<file path="config.mk">
export PLATFORM = sky130hd
export DESIGN_NAME = tmr_regfront
export DESIGN_NICKNAME = d
export VERILOG_FILES = /design/src/rtl/tmr_pkg.sv /design/src/rtl/tmr_ctl.sv /design/src/rtl/tmr_chan.sv /design/src/rtl/tmr_regfront.sv
export SDC_FILE = /design/constraint.sdc
export NUM_CORES = 1
export LEC_CHECK = 0
export BUFFER_PORTS_ARGS = -buffer_cell sky130_fd_sc_hd__buf_4
export CORE_MARGIN = 2
export CORE_UTILIZATION = 57
export DETAILED_ROUTE_END_ITERATION = 8
export PLACE_DENSITY = 0.8
export SKIP_LAST_GASP = 1
export SYNTH_ARGS = -nofsm -noshare
export SYNTH_HDL_FRONTEND = slang
export SYNTH_HIERARCHICAL = 1
export SYNTH_SLANG_ARGS = --single-unit
</file>
<file path="constraint.sdc">
create_clock -name clk -period 2.98 [get_ports clk]
set_input_delay 0.447 -clock clk [delete_from_list [all_inputs] [get_ports clk]]
set_output_delay 0.447 -clock clk [all_outputs]
set_load 0.05 [all_outputs]
</file>
<file path="src/rtl/tmr_pkg.sv">
package tmr_pkg;
  typedef struct packed {
    logic ctlWr;
    logic cntLatch;
    logic statLatch;
    logic dataWr;
    logic dataRd;
  } chStrb_t;

  localparam logic [1:0] ACC_LATCH = 2'd0;
  localparam logic [1:0] ACC_LO    = 2'd1;
  localparam logic [1:0] ACC_HI    = 2'd2;
  localparam logic [1:0] ACC_PAIR  = 2'd3;
  localparam logic [1:0] CTRL_ADDR = 2'd3;
endpackage

</file>
<file path="src/rtl/tmr_ctl.sv">
module tmr_ctl
  import tmr_pkg::*;
#(
  parameter int NUM_CH   = 3,
  parameter bit ENHANCED = 1'b1
) (
  input  logic          clk,
  input  logic          rstN,
  input  logic          wrEn,
  input  logic          rdEn,
  input  logic [1:0]    addr,
  input  logic [7:0]    wrData,
  output chStrb_t       strb [NUM_CH],
  output logic [7:0]    ctrlByte
);
  logic isCtl, isReadback;
  logic [7:0] lastCtrl;

  assign isCtl      = wrEn && (addr == CTRL_ADDR);
  assign isReadback = (wrData[7:6] == 2'd3);

  always_comb begin
    for (int i = 0; i < NUM_CH; i++) begin
      strb[i] = '0;
      if (isCtl && !isReadback && (wrData[7:6] == 2'(i))) begin
        if (wrData[5:4] == ACC_LATCH) strb[i].cntLatch = 1'b1;
        else                          strb[i].ctlWr    = 1'b1;
      end
      if (ENHANCED && isCtl && isReadback && wrData[i+1]) begin
        strb[i].cntLatch  = !wrData[5];
        strb[i].statLatch = !wrData[4];
      end
      strb[i].dataWr = wrEn && (addr == 2'(i));
      strb[i].dataRd = rdEn && (addr == 2'(i));
    end
  end

  always_ff @(posedge clk) begin
    if (!rstN) lastCtrl <= '0;
    else if (isCtl && !isReadback) lastCtrl <= wrData;
  end

  assign ctrlByte = ENHANCED ? lastCtrl : 8'h00;
endmodule

</file>
<file path="src/rtl/tmr_chan.sv">
module tmr_chan
  import tmr_pkg::*;
#(
  parameter int CNT_W = 16
) (
  input  logic             clk,
  input  logic             rstN,
  input  chStrb_t          strb,
  input  logic [7:0]       wrData,
  input  logic [CNT_W-1:0] liveCnt,
  input  logic             outLvl,
  input  logic             nullCnt,
  output logic [2:0]       mode,
  output logic             bcd,
  output logic [CNT_W-1:0] cnt,
  output logic             load,
  output logic             stop,
  output logic [7:0]       rdByte
);
  localparam int HI_LSB = CNT_W - 8;

  logic [5:0]       ctrlBits;
  logic             wrHi, rdHi, statPend;
  logic [CNT_W-1:0] latchVal;
  logic [1:0]       latchLeft;
  logic [7:0]       statVal;
  logic [1:0]       acc;

  assign acc  = ctrlBits[5:4];
  assign mode = ctrlBits[3:1];
  assign bcd  = ctrlBits[0];

  always_comb begin
    rdByte = 8'h00;
    if (statPend) rdByte = statVal;
    else if (latchLeft != 2'd0)
      rdByte = (acc == ACC_HI || (acc == ACC_PAIR && rdHi)) ?
               latchVal[CNT_W-1:HI_LSB] : latchVal[7:0];
    else begin
      case (acc)
        ACC_LO:   rdByte = liveCnt[7:0];
        ACC_HI:   rdByte = liveCnt[CNT_W-1:HI_LSB];
        ACC_PAIR: rdByte = wrHi ? ~cnt[7:0] :
                           (rdHi ? liveCnt[CNT_W-1:HI_LSB] : liveCnt[7:0]);
        default:  rdByte = 8'h00;
      endcase
    end
  end

  always_ff @(posedge clk) begin
    if (!rstN) begin
      ctrlBits  <= '0;
      wrHi      <= 1'b0;
      rdHi      <= 1'b0;
      cnt       <= '0;
      latchVal  <= '0;
      latchLeft <= '0;
      statVal   <= '0;
      statPend  <= 1'b0;
      load      <= 1'b0;
      stop      <= 1'b0;
    end else begin
      load <= 1'b0;
      stop <= 1'b0;
      if (strb.ctlWr) begin
        ctrlBits <= wrData[5:0];
        wrHi     <= 1'b0;
        rdHi     <= 1'b0;
      end
      if (strb.dataWr) begin
        case (acc)
          ACC_LO: begin cnt <= {{HI_LSB{1'b0}}, wrData}; load <= 1'b1; end
          ACC_HI: begin cnt <= {wrData, {HI_LSB{1'b0}}}; load <= 1'b1; end
          ACC_PAIR: begin
            if (!wrHi) begin
              cnt[7:0] <= wrData;
              wrHi     <= 1'b1;
              if (mode == 3'd0) stop <= 1'b1;
            end else begin
              cnt[CNT_W-1:HI_LSB] <= wrData;
              wrHi <= 1'b0;
              load <= 1'b1;
            end
          end
          default: ;
        endcase
      end
      if (strb.dataRd) begin
        if (statPend) statPend <= 1'b0;
        else if (latchLeft != 2'd0) begin
          latchLeft <= latchLeft - 2'd1;
          if (acc == ACC_PAIR) rdHi <= !rdHi;
        end else if (acc == ACC_PAIR && !wrHi) rdHi <= !rdHi;
      end
      if (strb.cntLatch && latchLeft == 2'd0 && acc != ACC_LATCH) begin
        latchVal  <= liveCnt;
        latchLeft <= (acc == ACC_PAIR) ? 2'd2 : 2'd1;
      end
      if (strb.statLatch && !statPend) begin
        statVal  <= {outLvl, nullCnt, ctrlBits};
        statPend <= 1'b1;
      end
    end
  end
endmodule

</file>
<file path="src/rtl/tmr_regfront.sv">
module tmr_regfront
  import tmr_pkg::*;
#(
  parameter int NUM_CH   = 3,
  parameter int CNT_W    = 16,
  parameter bit ENHANCED = 1'b1
) (
  input  logic                    clk,
  input  logic                    rstN,
  input  logic                    wrEn,
  input  logic                    rdEn,
  input  logic [1:0]              addr,
  input  logic [7:0]              wrData,
  output logic [7:0]              rdData,
  output logic [3*NUM_CH-1:0]     chMode,
  output logic [NUM_CH-1:0]       chBcd,
  output logic [CNT_W*NUM_CH-1:0] chCount,
  output logic [NUM_CH-1:0]       chLoad,
  output logic [NUM_CH-1:0]       chStop,
  input  logic [CNT_W*NUM_CH-1:0] liveCount,
  input  logic [NUM_CH-1:0]       outLevel,
  input  logic [NUM_CH-1:0]       nullCount
);
  chStrb_t    strb [NUM_CH];
  logic [7:0] ctrlByte;
  logic [7:0] chRd [NUM_CH];

  tmr_ctl #(.NUM_CH(NUM_CH), .ENHANCED(ENHANCED)) uCtl (
    .clk(clk), .rstN(rstN), .wrEn(wrEn), .rdEn(rdEn), .addr(addr),
    .wrData(wrData), .strb(strb), .ctrlByte(ctrlByte)
  );

  for (genvar i = 0; i < NUM_CH; i++) begin : gCh
    tmr_chan #(.CNT_W(CNT_W)) uChan (
      .clk(clk), .rstN(rstN), .strb(strb[i]), .wrData(wrData),
      .liveCnt(liveCount[i*CNT_W +: CNT_W]), .outLvl(outLevel[i]),
      .nullCnt(nullCount[i]), .mode(chMode[i*3 +: 3]), .bcd(chBcd[i]),
      .cnt(chCount[i*CNT_W +: CNT_W]), .load(chLoad[i]), .stop(chStop[i]),
      .rdByte(chRd[i])
    );
  end

  always_comb begin
    rdData = 8'h00;
    if (addr == CTRL_ADDR) rdData = ctrlByte;
    else
      for (int i = 0; i < NUM_CH; i++)
        if (addr == 2'(i)) rdData = chRd[i];
  end
endmodule

</file>
==> results_dict.tcl <==
set metrics [dict create \
    drive_above_1_share_pct 27.30 \
    synth_largest_area_cell "dfxtp_1" \
    maxCapViolCount 0 \
    die_w_um 129.0 \
    ff2ff_path_depth 8 \
    pin_count 142 \
    yosysMostFrequentCell "nand2_1" \
    grt_usage_pct 31.96 \
    routed_wl_mm 26.66 \
    clk-insertion-delay-late_ns 0.43 \
    netlist_area_um2 8910 \
    synth.distinct_cells 56 \
    synth-edff-count 0 \
    die-height_um 129.0 \
    status "finished with violations" \
    min_path_cells 3 \
    p_per_area_nw_per_um2 449.0 \
    finalCritPeriodShare_pct 103.6 \
    tns_ns -0.5097 \
    max_slew_margin_pct 55.71 \
    firstDrtPassIters 5 \
    r2r_start "gCh[0].uChan/ctrlBits[4]" \
    grt_pass1_vias 7741 \
    synth_nets 1087 \
    ys_top_cells_by_area "dfxtp_1 (38%), nand2_1 (9.3%), mux2i_1 (8.1%)" \
    path_cells "inv_1 > ha_2 > a22oi_1 > o221ai_2 > a221o_1 > mux4_2 > buf_8" \
    rows 45 \
    total_power_uw 5010 \
    cts_sinks 167 \
    synth.ff_latch_count 167 \
    first_iter_violations 749 \
    gp_congestion 0.9228 \
    vias 8112 \
    grt_pass1_wl_mm 41.30 \
    endpoint_kind "output port" \
    antenna-diode-count 0 \
    holdCritStartpoint "outLevel[0]" \
    cts_tree "yes" \
    report.final.slew_viol_count 0 \
    max_freq_ghz 0.3238 \
    die_area_um2 16650 \
    core_area_um2 15260 \
    hold_viol 0 \
    worst_pin_slew_ns 0.6643 \
    grt_setup_unrepaired "true" \
    wire_per_inst_um 19.85 \
    grt_max_degree 57 \
    clk_path_buf_depth 2 \
    syn_avg_cell_area_um2 8.910 \
    grt_overflow 0 \
    crit_path_max_fanout 8 \
    clk_pin_slew_worst_paths_ns 0.06 \
    path_class "reg2out" \
    skew_ns 0.006641 \
    ir_drop_mv 0.4594 \
    rr_endpoint "gCh[0].uChan/cnt[15]" \
    start_util_pct 58.39 \
    dp_hpwl_mm 18.15 \
    cts_max_level 4 \
    antenna_found_initial 0 \
    setup_slack_ns -0.1079 \
    setup_viol 8 \
    area_delta_synth_final_pct 25.25 \
    r2r_slack_ns 0.82 \
    synthTopCellsByCount "nand2_1 (221), dfxtp_1 (167), a21boi_0 (86)" \
    max_stage_delay_ns 0.52 \
    numCtsBuffers 17 \
    cpMaxStageDelayCell "mux4_2" \
    hold_path.class "in2reg" \
    yosysSeqAreaShare_pct 37.52 \
    cts_hold_buf 0 \
    drtAntennaViolNets 0 \
    drc 0 \
    min_period_ns 3.088 \
    fin_util_pct 73.14 \
    holdPathEnd "gCh[0].uChan/statVal[7]" \
    yosysWarnings 6 \
    violations "setup timing" \
    via_per_inst 6.040 \
    cp_data_arrival_time_ns 2.64 \
    synth_async_sr_flop_share_pct 0 \
    p_leak_uw 0.004071 \
    numPortBuffers 141 \
    cp.required_ns 2.53 \
    place_ws_ns 0.08222 \
    synth_cells 1000 \
    fin_nets 1207 \
    synthFlopType "dfxtp_1" \
    cts-root-buf "clkbuf_16" \
    synth_top_area_share_pct 37.52 \
    start_kind "flip-flop" \
]
-- worst max-delay path by stage --
stage	startpoint	to	slack (ns)	cells past startpoint
2_1_floorplan	gCh[0].uChan/ctrlBits[5]	rdData[0]	0.20	8
3_3_place_gp	gCh[0].uChan/ctrlBits[4]	rdData[3]	0.12	8
3_5_place_dp	gCh[0].uChan/ctrlBits[4]	rdData[2]	0.08	8
4_1_cts	gCh[1].uChan/ctrlBits[4]	rdData[7]	-0.08	9
5_1_grt	gCh[1].uChan/ctrlBits[4]	rdData[7]	-0.13	9
6_report	gCh[0].uChan/ctrlBits[5]	rdData[2]	-0.11	7
-- cell usage in the layout (no fill, tap or decap), types with 4 or more instances in the layout --
| cell | count |
|---|---|
| a21boi_0 | 86 |
| dfxtp_2 | 4 |
| o21ai_0 | 5 |
| a22oi_1 | 28 |
| nor2_1 | 12 |
| nand4_1 | 7 |
| ha_2 | 5 |
| nor2b_1 | 42 |
| o211a_1 | 7 |
| dfxtp_1 | 158 |
| buf_4 | 168 |
| nor3b_1 | 7 |
| nand3b_1 | 8 |
| nand3_1 | 26 |
| nand2b_1 | 16 |
| buf_6 | 5 |
| a21oi_1 | 12 |
| nor3_1 | 18 |
| clkbuf_16 | 17 |
| and2_1 | 9 |
| o221ai_2 | 13 |
| bufinv_16 | 5 |
| nand2_1 | 219 |
| buf_8 | 7 |
| nor3_2 | 8 |
| nor3b_2 | 5 |
| a221o_1 | 22 |
| o221ai_1 | 11 |
| a22oi_2 | 9 |
| mux2i_1 | 67 |
| mux4_2 | 8 |
| dfxtp_4 | 5 |
| a21boi_1 | 20 |
| a21oi_4 | 4 |
| ha_1 | 8 |
| ha_4 | 6 |
| inv_1 | 12 |
-- through the flow --
stage	hold WS (ns)	instances	cell area [um2]
floorplan	0.4316	1000	8910
global placement	0.4381	1301	10000
detailed placement	0.4455	1301	10000
CTS	0.2643	1340	11040
global route	0.2806	1343	11160
finish	0.2759	1343	11160
-- power by group --
group,internal [uW],total (uW),switching [uW]
combinational,136,320,184
sequential,2240,2240,7.73
clock,1530,2450,916
total,3900,5010,1110
-- timing repair --
action                                  4_1_cts  5_1_grt
pin swaps                                     9        1
hold endpoints to repair                      0        0
endpoints found under the setup margin        8        8
setup buffers                                 8        3
gates resized for setup                      75       18
-- flip-flops by register name (all words and copies together) (netlist names), 6 cells and up --
register,cells
gCh.uChan/cnt,48
gCh.uChan/latchVal,48
gCh.uChan/statVal,24
gCh.uChan/ctrlBits,18
uCtl/ctrlByte,8
gCh.uChan/latchLeft,6
-- worst max-delay path: cells and delay by family (launching register included) --
family,cells,cell delay [ns]
DFF,1,0.39
AOI/OAI and AO/OA,3,0.77
adders and majority gates,1,0.26
buffers and inverters,2,0.28
muxes,1,0.52
-- final cells by class --
class	count	area, um2
clock inverter	11	196.4
sequential	167	3367
clock buffer	20	456.7
timing repair buffer	183	1483
multi-input combinational	736	5331
inverter	15	61.31
fill	1111	4099
tap	211	264.0
-- kinds of logic (layout without fill, tap and decap cells) --
logic type,count (synthesis),count (layout),synth area share (%)
and+or+nand+nor,403,403,22.79
adders and majority gates,19,19,2.668
muxes,80,80,10.11
buffers and inverters,97,229,5.814
DFF,167,167,37.52
xor gates and xnor gates,3,3,0.2950
AOI/OAI and AO/OA,231,231,20.80
-- metal layers --
metal  wire (um)  vias up  GRT usage (%)
li1            -     3776              -
met5           0        -              0
met1       11210     3873          41.98
met2       12380      384          52.35
met3        1969       79          4.294
met4        1099        0          15.28
Power figures use the tool's default switching activity.
